==> config.mk <==
export PLATFORM = sky130hd
export DESIGN_NAME = flash_window_seq
export DESIGN_NICKNAME = d
export VERILOG_FILES = /design/src/rtl/flash_seq_pkg.sv /design/src/rtl/flash_seq_regs.sv /design/src/rtl/flash_seq_frame.sv /design/src/rtl/flash_seq_ctrl.sv /design/src/rtl/flash_window_seq.sv
export SDC_FILE = /design/constraint.sdc
export NUM_CORES = 1
export LEC_CHECK = 0
export BUFFER_PORTS_ARGS = -buffer_cell sky130_fd_sc_hd__buf_4
export CAP_MARGIN = 20
export CORE_MARGIN = 1
export CORE_UTILIZATION = 52
export DETAILED_ROUTE_END_ITERATION = 16
export PLACE_DENSITY = 0.86
export SYNTH_ARGS = -nofsm -noshare
export SYNTH_HDL_FRONTEND = slang
export SYNTH_SLANG_ARGS = --single-unit
==> constraint.sdc <==
create_clock -name clk -period 2.6 [get_ports clk]
set_input_delay 0.39 -clock clk [delete_from_list [all_inputs] [get_ports clk]]
set_output_delay 0.39 -clock clk [all_outputs]
set_load 0.01 [all_outputs]
==> src/rtl/flash_seq_pkg.sv <==
package flash_seq_pkg;

  typedef enum logic [1:0] {
    MODE_RD  = 2'd0,
    MODE_FRD = 2'd1,
    MODE_WR  = 2'd2,
    MODE_RAW = 2'd3
  } acc_mode_e;

  typedef struct packed {
    logic [7:0] opcode;
    logic       release_n;
    acc_mode_e  mode;
  } sel_ctrl_t;

  typedef enum logic [2:0] {
    ST_IDLE,
    ST_CSON,
    ST_LOAD,
    ST_WAIT,
    ST_CSOFF
  } seq_state_e;

  localparam logic [7:0] OPC_SLOW_READ = 8'h03;
  localparam int         CTRL_OPC_LSB  = 16;
  localparam int         CTRL_REL_BIT  = 2;
  localparam int         PERM_LSB      = 16;
  localparam int         IDX_PERM      = 0;
  localparam int         IDX_ALEN      = 1;
  localparam int         IDX_CTRL0     = 4;

endpackage

==> src/rtl/flash_seq_regs.sv <==
module flash_seq_regs
  import flash_seq_pkg::*;
#(
  parameter int NCS    = 5,
  parameter int CSW    = 3,
  parameter int IDX_W  = 6
) (
  input  logic              clk,
  input  logic              rst,
  input  logic              wr_en,
  input  logic [IDX_W-1:0]  idx,
  input  logic [31:0]       wr_data,
  output logic [31:0]       rd_data,
  input  logic [CSW-1:0]    seq_sel,
  input  logic              seq_rel_clr,
  input  logic              seq_rel_set,
  output logic [7:0]        opc_arr  [NCS],
  output acc_mode_e         mode_arr [NCS],
  output logic [NCS-1:0]    perm_vec,
  output logic [NCS-1:0]    alen_vec,
  output logic [NCS-1:0]    cs_n
);

  sel_ctrl_t ctrl_q [NCS];
  logic      unused_wr;

  assign unused_wr = ^wr_data;

  always_ff @(posedge clk) begin
    if (rst) begin
      perm_vec <= '0;
      alen_vec <= '0;
    end else if (wr_en) begin
      if (idx == IDX_W'(IDX_PERM)) perm_vec <= wr_data[PERM_LSB +: NCS];
      if (idx == IDX_W'(IDX_ALEN)) alen_vec <= wr_data[NCS-1:0];
    end
  end

  for (genvar i = 0; i < NCS; i++) begin : g_sel
    always_ff @(posedge clk) begin
      if (rst) begin
        ctrl_q[i].opcode    <= '0;
        ctrl_q[i].release_n <= 1'b1;
        ctrl_q[i].mode      <= MODE_RD;
      end else if (wr_en && idx == IDX_W'(IDX_CTRL0 + i)) begin
        ctrl_q[i].opcode    <= wr_data[CTRL_OPC_LSB +: 8];
        ctrl_q[i].release_n <= wr_data[CTRL_REL_BIT];
        ctrl_q[i].mode      <= acc_mode_e'(wr_data[1:0]);
      end else if (seq_sel == CSW'(i) && seq_rel_clr) begin
        ctrl_q[i].release_n <= 1'b0;
      end else if (seq_sel == CSW'(i) && seq_rel_set) begin
        ctrl_q[i].release_n <= 1'b1;
      end
    end
    assign opc_arr[i]  = ctrl_q[i].opcode;
    assign mode_arr[i] = ctrl_q[i].mode;
    assign cs_n[i]     = ctrl_q[i].release_n;
  end

  always_comb begin
    rd_data = '0;
    if (idx == IDX_W'(IDX_PERM)) rd_data[PERM_LSB +: NCS] = perm_vec;
    if (idx == IDX_W'(IDX_ALEN)) rd_data[NCS-1:0] = alen_vec;
    for (int i = 0; i < NCS; i++) begin
      if (idx == IDX_W'(IDX_CTRL0 + i))
        rd_data = {8'h00, ctrl_q[i].opcode, 13'h0000, ctrl_q[i].release_n, ctrl_q[i].mode};
    end
  end

endmodule

==> src/rtl/flash_seq_frame.sv <==
module flash_seq_frame #(
  parameter int AW = 32
) (
  input  logic [3:0]    k,
  input  logic          framed,
  input  logic          alen4,
  input  logic [1:0]    size_m1,
  input  logic [7:0]    opcode,
  input  logic [AW-1:0] addr,
  input  logic [31:0]   wdata,
  input  logic          is_write,
  output logic [3:0]    hdr_len,
  output logic [3:0]    last_k,
  output logic          in_data,
  output logic [1:0]    data_idx,
  output logic [7:0]    tx_byte
);

  logic [3:0] alen_n;
  logic [1:0] addr_sel;
  logic [7:0] addr_byte;
  logic [7:0] data_byte;

  always_comb begin
    alen_n    = alen4 ? 4'd4 : 4'd3;
    hdr_len   = framed ? (alen_n + 4'd1) : 4'd0;
    last_k    = hdr_len + {2'b00, size_m1};
    in_data   = (k >= hdr_len);
    data_idx  = 2'(k - hdr_len);
    addr_sel  = 2'(alen_n - k);
    addr_byte = 8'(addr >> {addr_sel, 3'b000});
    data_byte = is_write ? 8'(wdata >> {data_idx, 3'b000}) : 8'h00;
    if (in_data)       tx_byte = data_byte;
    else if (k == '0)  tx_byte = opcode;
    else               tx_byte = addr_byte;
  end

endmodule

==> src/rtl/flash_seq_ctrl.sv <==
module flash_seq_ctrl
  import flash_seq_pkg::*;
#(
  parameter int NCS = 5,
  parameter int CSW = 3,
  parameter int AW  = 32
) (
  input  logic            clk,
  input  logic            rst,
  input  logic            req_valid,
  input  logic            req_window,
  input  logic            req_write,
  input  logic [CSW-1:0]  req_cs,
  input  logic [1:0]      req_size,
  input  logic [AW-1:0]   req_addr,
  input  logic [31:0]     req_wdata,
  output logic            req_ready,
  output logic [31:0]     req_rdata,
  input  logic [31:0]     reg_rdata,
  output logic            reg_wr_en,
  input  logic [7:0]      opc_arr  [NCS],
  input  acc_mode_e       mode_arr [NCS],
  input  logic [NCS-1:0]  perm_vec,
  input  logic [NCS-1:0]  alen_vec,
  output logic [CSW-1:0]  sel_q,
  output logic            rel_clr,
  output logic            rel_set,
  output logic [3:0]      k_q,
  output logic            framed_q,
  output logic            alen4_q,
  output logic [1:0]      size_q,
  output logic [7:0]      opc_q,
  output logic [AW-1:0]   addr_q,
  output logic [31:0]     wdata_q,
  output logic            write_q,
  input  logic [3:0]      last_k,
  input  logic            in_data,
  input  logic [1:0]      data_idx,
  input  logic [7:0]      tx_byte,
  output logic            xfer_go,
  output logic [7:0]      xfer_tx,
  input  logic            xfer_done,
  input  logic [7:0]      xfer_rx
);

  seq_state_e state_q;
  logic       accept;
  logic       cs_ok;
  acc_mode_e  cur_mode;
  logic       cur_perm;
  logic       go_raw;
  logic       go_framed;

  assign accept    = (state_q == ST_IDLE) && req_valid && !req_ready;
  assign reg_wr_en = accept && !req_window && req_write;
  assign rel_clr   = (state_q == ST_CSON);
  assign rel_set   = (state_q == ST_CSOFF);

  always_comb begin
    cs_ok    = (int'(req_cs) < NCS);
    cur_mode = MODE_RD;
    cur_perm = 1'b0;
    for (int i = 0; i < NCS; i++) begin
      if (req_cs == CSW'(i)) begin
        cur_mode = mode_arr[i];
        cur_perm = perm_vec[i];
      end
    end
    go_raw    = cs_ok && (cur_mode == MODE_RAW) && (!req_write || cur_perm);
    go_framed = cs_ok && (req_write ? (cur_mode == MODE_WR && cur_perm)
                                    : (cur_mode == MODE_RD || cur_mode == MODE_FRD));
  end

  always_ff @(posedge clk) begin
    if (rst) begin
      state_q   <= ST_IDLE;
      req_ready <= 1'b0;
      req_rdata <= '0;
      xfer_go   <= 1'b0;
      xfer_tx   <= '0;
      k_q       <= '0;
      sel_q     <= '0;
      framed_q  <= 1'b0;
      alen4_q   <= 1'b0;
      size_q    <= '0;
      opc_q     <= '0;
      addr_q    <= '0;
      wdata_q   <= '0;
      write_q   <= 1'b0;
    end else begin
      req_ready <= 1'b0;
      xfer_go   <= 1'b0;
      unique case (state_q)
        ST_IDLE: begin
          if (accept) begin
            req_rdata <= '0;
            if (!req_window) begin
              if (!req_write) req_rdata <= reg_rdata;
              req_ready <= 1'b1;
            end else if (go_raw || go_framed) begin
              k_q      <= '0;
              sel_q    <= req_cs;
              framed_q <= go_framed;
              alen4_q  <= |(alen_vec & (NCS'(1) << req_cs));
              size_q   <= req_size;
              opc_q    <= OPC_SLOW_READ;
              for (int i = 0; i < NCS; i++)
                if (req_cs == CSW'(i) && cur_mode != MODE_RD) opc_q <= opc_arr[i];
              addr_q   <= req_addr;
              wdata_q  <= req_wdata;
              write_q  <= req_write;
              state_q  <= go_framed ? ST_CSON : ST_LOAD;
            end else begin
              req_ready <= 1'b1;
            end
          end
        end
        ST_CSON: state_q <= ST_LOAD;
        ST_LOAD: begin
          xfer_go <= 1'b1;
          xfer_tx <= tx_byte;
          state_q <= ST_WAIT;
        end
        ST_WAIT: begin
          if (xfer_done) begin
            if (in_data && !write_q) req_rdata[{data_idx, 3'b000} +: 8] <= xfer_rx;
            if (k_q == last_k) begin
              if (framed_q) begin
                state_q <= ST_CSOFF;
              end else begin
                req_ready <= 1'b1;
                state_q   <= ST_IDLE;
              end
            end else begin
              k_q     <= k_q + 4'd1;
              state_q <= ST_LOAD;
            end
          end
        end
        ST_CSOFF: begin
          req_ready <= 1'b1;
          state_q   <= ST_IDLE;
        end
        default: state_q <= ST_IDLE;
      endcase
    end
  end

endmodule

==> src/rtl/flash_window_seq.sv <==
module flash_window_seq
  import flash_seq_pkg::*;
#(
  parameter int NCS = 5,
  parameter int AW  = 32,
  localparam int CSW = (NCS > 1) ? $clog2(NCS) : 1
) (
  input  logic            clk,
  input  logic            rst,
  input  logic            req_valid,
  input  logic            req_window,
  input  logic            req_write,
  input  logic [CSW-1:0]  req_cs,
  input  logic [1:0]      req_size,
  input  logic [AW-1:0]   req_addr,
  input  logic [31:0]     req_wdata,
  output logic            req_ready,
  output logic [31:0]     req_rdata,
  output logic            xfer_go,
  output logic [7:0]      xfer_tx,
  input  logic            xfer_done,
  input  logic [7:0]      xfer_rx,
  output logic [NCS-1:0]  cs_n
);

  localparam int IDX_W = 6;

  logic [31:0]    reg_rdata;
  logic           reg_wr_en;
  logic [7:0]     opc_arr  [NCS];
  acc_mode_e      mode_arr [NCS];
  logic [NCS-1:0] perm_vec;
  logic [NCS-1:0] alen_vec;
  logic [CSW-1:0] seq_sel;
  logic           rel_clr;
  logic           rel_set;
  logic [3:0]     k_q;
  logic           seq_framed;
  logic           alen4_q;
  logic [1:0]     size_q;
  logic [7:0]     opc_q;
  logic [AW-1:0]  addr_q;
  logic [31:0]    wdata_q;
  logic           write_q;
  logic [3:0]     hdr_len;
  logic [3:0]     last_k;
  logic           in_data;
  logic [1:0]     data_idx;
  logic [7:0]     tx_byte;
  logic           unused_hdr;

  assign unused_hdr = ^hdr_len;

  flash_seq_regs #(.NCS(NCS), .CSW(CSW), .IDX_W(IDX_W)) u_regs (
    .clk         (clk),
    .rst         (rst),
    .wr_en       (reg_wr_en),
    .idx         (req_addr[IDX_W+1:2]),
    .wr_data     (req_wdata),
    .rd_data     (reg_rdata),
    .seq_sel     (seq_sel),
    .seq_rel_clr (rel_clr),
    .seq_rel_set (rel_set),
    .opc_arr     (opc_arr),
    .mode_arr    (mode_arr),
    .perm_vec    (perm_vec),
    .alen_vec    (alen_vec),
    .cs_n        (cs_n)
  );

  flash_seq_frame #(.AW(AW)) u_frame (
    .k        (k_q),
    .framed   (seq_framed),
    .alen4    (alen4_q),
    .size_m1  (size_q),
    .opcode   (opc_q),
    .addr     (addr_q),
    .wdata    (wdata_q),
    .is_write (write_q),
    .hdr_len  (hdr_len),
    .last_k   (last_k),
    .in_data  (in_data),
    .data_idx (data_idx),
    .tx_byte  (tx_byte)
  );

  flash_seq_ctrl #(.NCS(NCS), .CSW(CSW), .AW(AW)) u_ctrl (
    .clk        (clk),
    .rst        (rst),
    .req_valid  (req_valid),
    .req_window (req_window),
    .req_write  (req_write),
    .req_cs     (req_cs),
    .req_size   (req_size),
    .req_addr   (req_addr),
    .req_wdata  (req_wdata),
    .req_ready  (req_ready),
    .req_rdata  (req_rdata),
    .reg_rdata  (reg_rdata),
    .reg_wr_en  (reg_wr_en),
    .opc_arr    (opc_arr),
    .mode_arr   (mode_arr),
    .perm_vec   (perm_vec),
    .alen_vec   (alen_vec),
    .sel_q      (seq_sel),
    .rel_clr    (rel_clr),
    .rel_set    (rel_set),
    .k_q        (k_q),
    .framed_q   (seq_framed),
    .alen4_q    (alen4_q),
    .size_q     (size_q),
    .opc_q      (opc_q),
    .addr_q     (addr_q),
    .wdata_q    (wdata_q),
    .write_q    (write_q),
    .last_k     (last_k),
    .in_data    (in_data),
    .data_idx   (data_idx),
    .tx_byte    (tx_byte),
    .xfer_go    (xfer_go),
    .xfer_tx    (xfer_tx),
    .xfer_done  (xfer_done),
    .xfer_rx    (xfer_rx)
  );

endmodule

==> flow_metrics.py <==
metrics = {
    "logic_synthesis": {
        "ys_ff_latch": 194,
        "synth_fp_nets": 1110,
        "synth-edff-count": 55,
        "synth_cells": 1015,
        "yosysWarnings": 0,
        "ys.flop_type": "dfxtp_1",
        "yosysUniqueCellTypes": 73,
        "yosysTopAreaCell": "dfxtp_1",
        "synthArstFlopShare": 0,
        "ys_seq_area_frac": 0.461,
        "synth_area_leaders": "dfxtp_1, edfxtp_1, mux4_2",
        "syn_area_um2": 9610,
        "syn_area_per_cell_um2": 9.47,
        "synth_top_area_frac": 0.290,
    },
    "pwr": {
        "combPwrFrac": 0.108,
        "leakage_nw": 4.33,
        "pwr-share-seq": 0.495,
        "p_switching_mw": 1.70,
        "power.density_nw_per_um2": 566,
        "finalPower_mw": 6.57,
        "ir_drop_uv": 495,
        "internal_power_mw": 4.87,
        "p_sw_frac": 0.258,
        "clkPwrFrac": 0.397,
    },
    "critical_path": {
        "crit_arrival_ps": 2860,
        "crit_type": "flop to flop",
        "r2r-start": "u_ctrl.alen4_q$_SDFFE_PP0P_",
        "end_kind": "flop",
        "max_stage_delay_ps": 450,
        "r2r_slack_ps": 90,
        "crit_buf_inv": 0,
        "r2r_end": "u_ctrl.k_q[1]$_SDFFE_PP0P_",
        "cp_top_family": "simple AND/OR/NAND/NOR gates",
        "crit_start": "u_ctrl.alen4_q$_SDFFE_PP0P_",
        "crit_required_ps": 2950,
        "worst_path_most_repeated_cell": "ha_1",
        "path_cells": "and2_1 -> ha_1 -> ha_1 -> xor2_1 -> or3_1 -> a211oi_2 -> nor2_1 -> or4_1 -> a21oi_1",
        "crit_path_start_kind": "flop",
        "slowest_stage": "or4_1",
        "reg2reg_depth": 9,
        "path_depth": 9,
        "path_max_fanout": 3,
        "endpoint": "u_ctrl.k_q[1]$_SDFFE_PP0P_",
    },
    "finish": {
        "antenna_cells": 0,
        "fillCellCount": 1420,
        "layout_common_cells": "buf_4, dfxtp_1, a21oi_1",
        "fin_util": 0.644,
        "layout_commonest_cell": "buf_4",
        "nNetsFinal": 1229,
        "area_growth_pct": 20.9,
        "drive_gt1_frac": 0.226,
        "finalNonFillerCells": 1376,
        "fin_area_um2": 11600,
    },
    "clocking": {
        "clock-sinks": 194,
        "cts.clk_slew.worst_paths_ps": 80,
        "clk_latency_ps": 450,
        "cts_buffer_depth": 2,
        "root_buffer": "clkbuf_16",
        "cts_tree": "built",
        "cts_setup_buffers": 0,
        "cts_buffers": 17,
        "htreeDepth": 4,
    },
    "timing": {
        "slew_viol_final": 0,
        "final_hold_viol_count": 0,
        "skew_ps": 10.6,
        "rsz0062_at_grt": "no",
        "setup_viol": 0,
        "finalHoldWorstSlack_ps": 206,
        "setup_slack_ps": 89.0,
        "period_share": 0.966,
        "fmax_mhz": 398,
        "relSlewSlack": 0.418,
        "final.setup.tns_ps": 0,
        "tightest_slew_ps": 874,
        "min_period_ps": 2510,
    },
    "floorplanning": {
        "core_um2": 18000,
        "start_util": 0.533,
        "die_area_um2": 19000,
        "rows": 49,
        "ios": 130,
        "fp.dieH_um": 138,
        "dieWidth_um": 138,
    },
    "placement": {
        "port-buffer-count": 129,
        "place_congestion": 0.976,
        "place_inst": 1344,
        "place_ws_ps": 129,
        "placed_area_um2": 11000,
        "dp_hpwl_mm": 20.4,
    },
    "min_path": {
        "hold_class": "input port to flop",
    },
    "drt": {
        "antenna_left": 0,
        "wirelength_mm": 29.2,
        "drt_iter0_drc": 1258,
        "first_pass_iters": 6,
        "wl_per_cell_um": 21.2,
        "via_count": 8897,
        "vias_per_cell": 6.47,
        "drc": 0,
    },
    "global_route": {
        "grt_first_pass_wirelength_mm": 44.5,
        "gr-total-overflow": 0,
        "grt_max_degree": 87,
        "grt_pass1_vias": 8275,
        "grt_antenna_before_repair": 1,
        "grt_usage": 0.313,
    },
    "flow_run": {
        "maxCapViolCount": 0,
    },
    "run_status": {
        "status": "finished, final reports clean",
    },
}
## power groups by stage
stage | sequential, mW | combinational, mW | clock [mW]
2_1_floorplan | 3.31 | 0.367 | 0
3_3_place_gp | 3.32 | 0.679 | 0
3_5_place_dp | 3.32 | 0.690 | 0
4_1_cts | 3.25 | 0.696 | 2.62
5_1_grt | 3.26 | 0.760 | 2.73
6_report | 3.26 | 0.708 | 2.61
## tightest hold or removal path, stage by stage
cell     delay [ps]
buf_4           100
o21ai_0          60
a21oi_1          60
## synth_stat cells, types with 16 or more instances
cell      instances
dfxtp_1         139
a21oi_1         112
nand3_1         106
o21ai_0          72
clkbuf_1         64
edfxtp_1         55
and2_1           47
nor2_1           39
nand2_1          35
nand2b_1         30
mux4_2           25
o21ai_1          24
nor3_1           18
a22oi_1          16
mux2i_1          16
## flip-flops by register name, indices dropped and copies added, names as in the netlist
name / flops
u_regs.ctrl_q: 55
u_ctrl.size_q: 2
u_ctrl.addr_q: 32
u_regs.perm_vec: 5
u_ctrl.xfer_go: 1
u_ctrl.opc_q: 8
u_ctrl.framed_q: 1
u_ctrl.req_rdata: 32
u_ctrl.write_q: 1
u_ctrl.req_ready: 1
u_ctrl.wdata_q: 32
u_ctrl.alen4_q: 1
u_ctrl.k_q: 4
u_ctrl.state_q: 3
u_ctrl.xfer_tx: 8
u_ctrl.sel_q: 3
u_regs.alen_vec: 5
## worst min path at each step
stage / from / endpoint / slack (ps) / depth (start not counted)
floorplan: u_ctrl.opc_q[6]$_SDFFE_PP0P_ / u_ctrl.opc_q[6]$_SDFFE_PP0P_ / 440 / 2
global placement: u_ctrl.opc_q[7]$_SDFFE_PP0P_ / u_ctrl.opc_q[7]$_SDFFE_PP0P_ / 450 / 2
detailed placement: u_ctrl.addr_q[20]$_SDFFE_PP0P_ / u_ctrl.addr_q[20]$_SDFFE_PP0P_ / 460 / 2
CTS: xfer_done / u_ctrl.state_q[0]$_SDFFE_PP0P_ / 190 / 2
global route: xfer_done / u_ctrl.state_q[0]$_SDFFE_PP0P_ / 200 / 2
finish: req_wdata[13] / u_ctrl.wdata_q[13]$_SDFFE_PP0P_ / 210 / 3
## routing by layer
metal	vias to the layer above	routed length, um	global-route usage
met5	-	13	0
met1	4210	11600	0.402
li1	4024	-	-
met3	81	2780	0.0625
met4	2	800	0.124
met2	580	14000	0.516
## layout make-up
cell class / instances / area, um^2 / share of cell area
Multi-Input combinational cell: 720 / 4770 / 0.411
Sequential cell: 194 / 4430 / 0.382
Timing Repair Buffer: 186 / 1480 / 0.128
Clock buffer: 18 / 439 / 0.0378
Tap cell: 229 / 287 / 0.0247
Clock inverter: 14 / 144 / 0.0124
Inverter: 15 / 56.3 / 0.00485
## what timing repair did
item | 4_1_cts | 5_1_grt
hold buffers | 0 | 0
resized for setup | 0 | 2
setup endpoints to repair | 0 | 5
## cells by family after synthesis
logic type      share of synthesized area
simple gates                        0.194
compound gates                      0.200
flops                               0.461
buf+inv                            0.0436
mux                                0.0776
fa+ha+maj                          0.0156
xor+xnor                          0.00729
(Power assumes the default switching activity.)
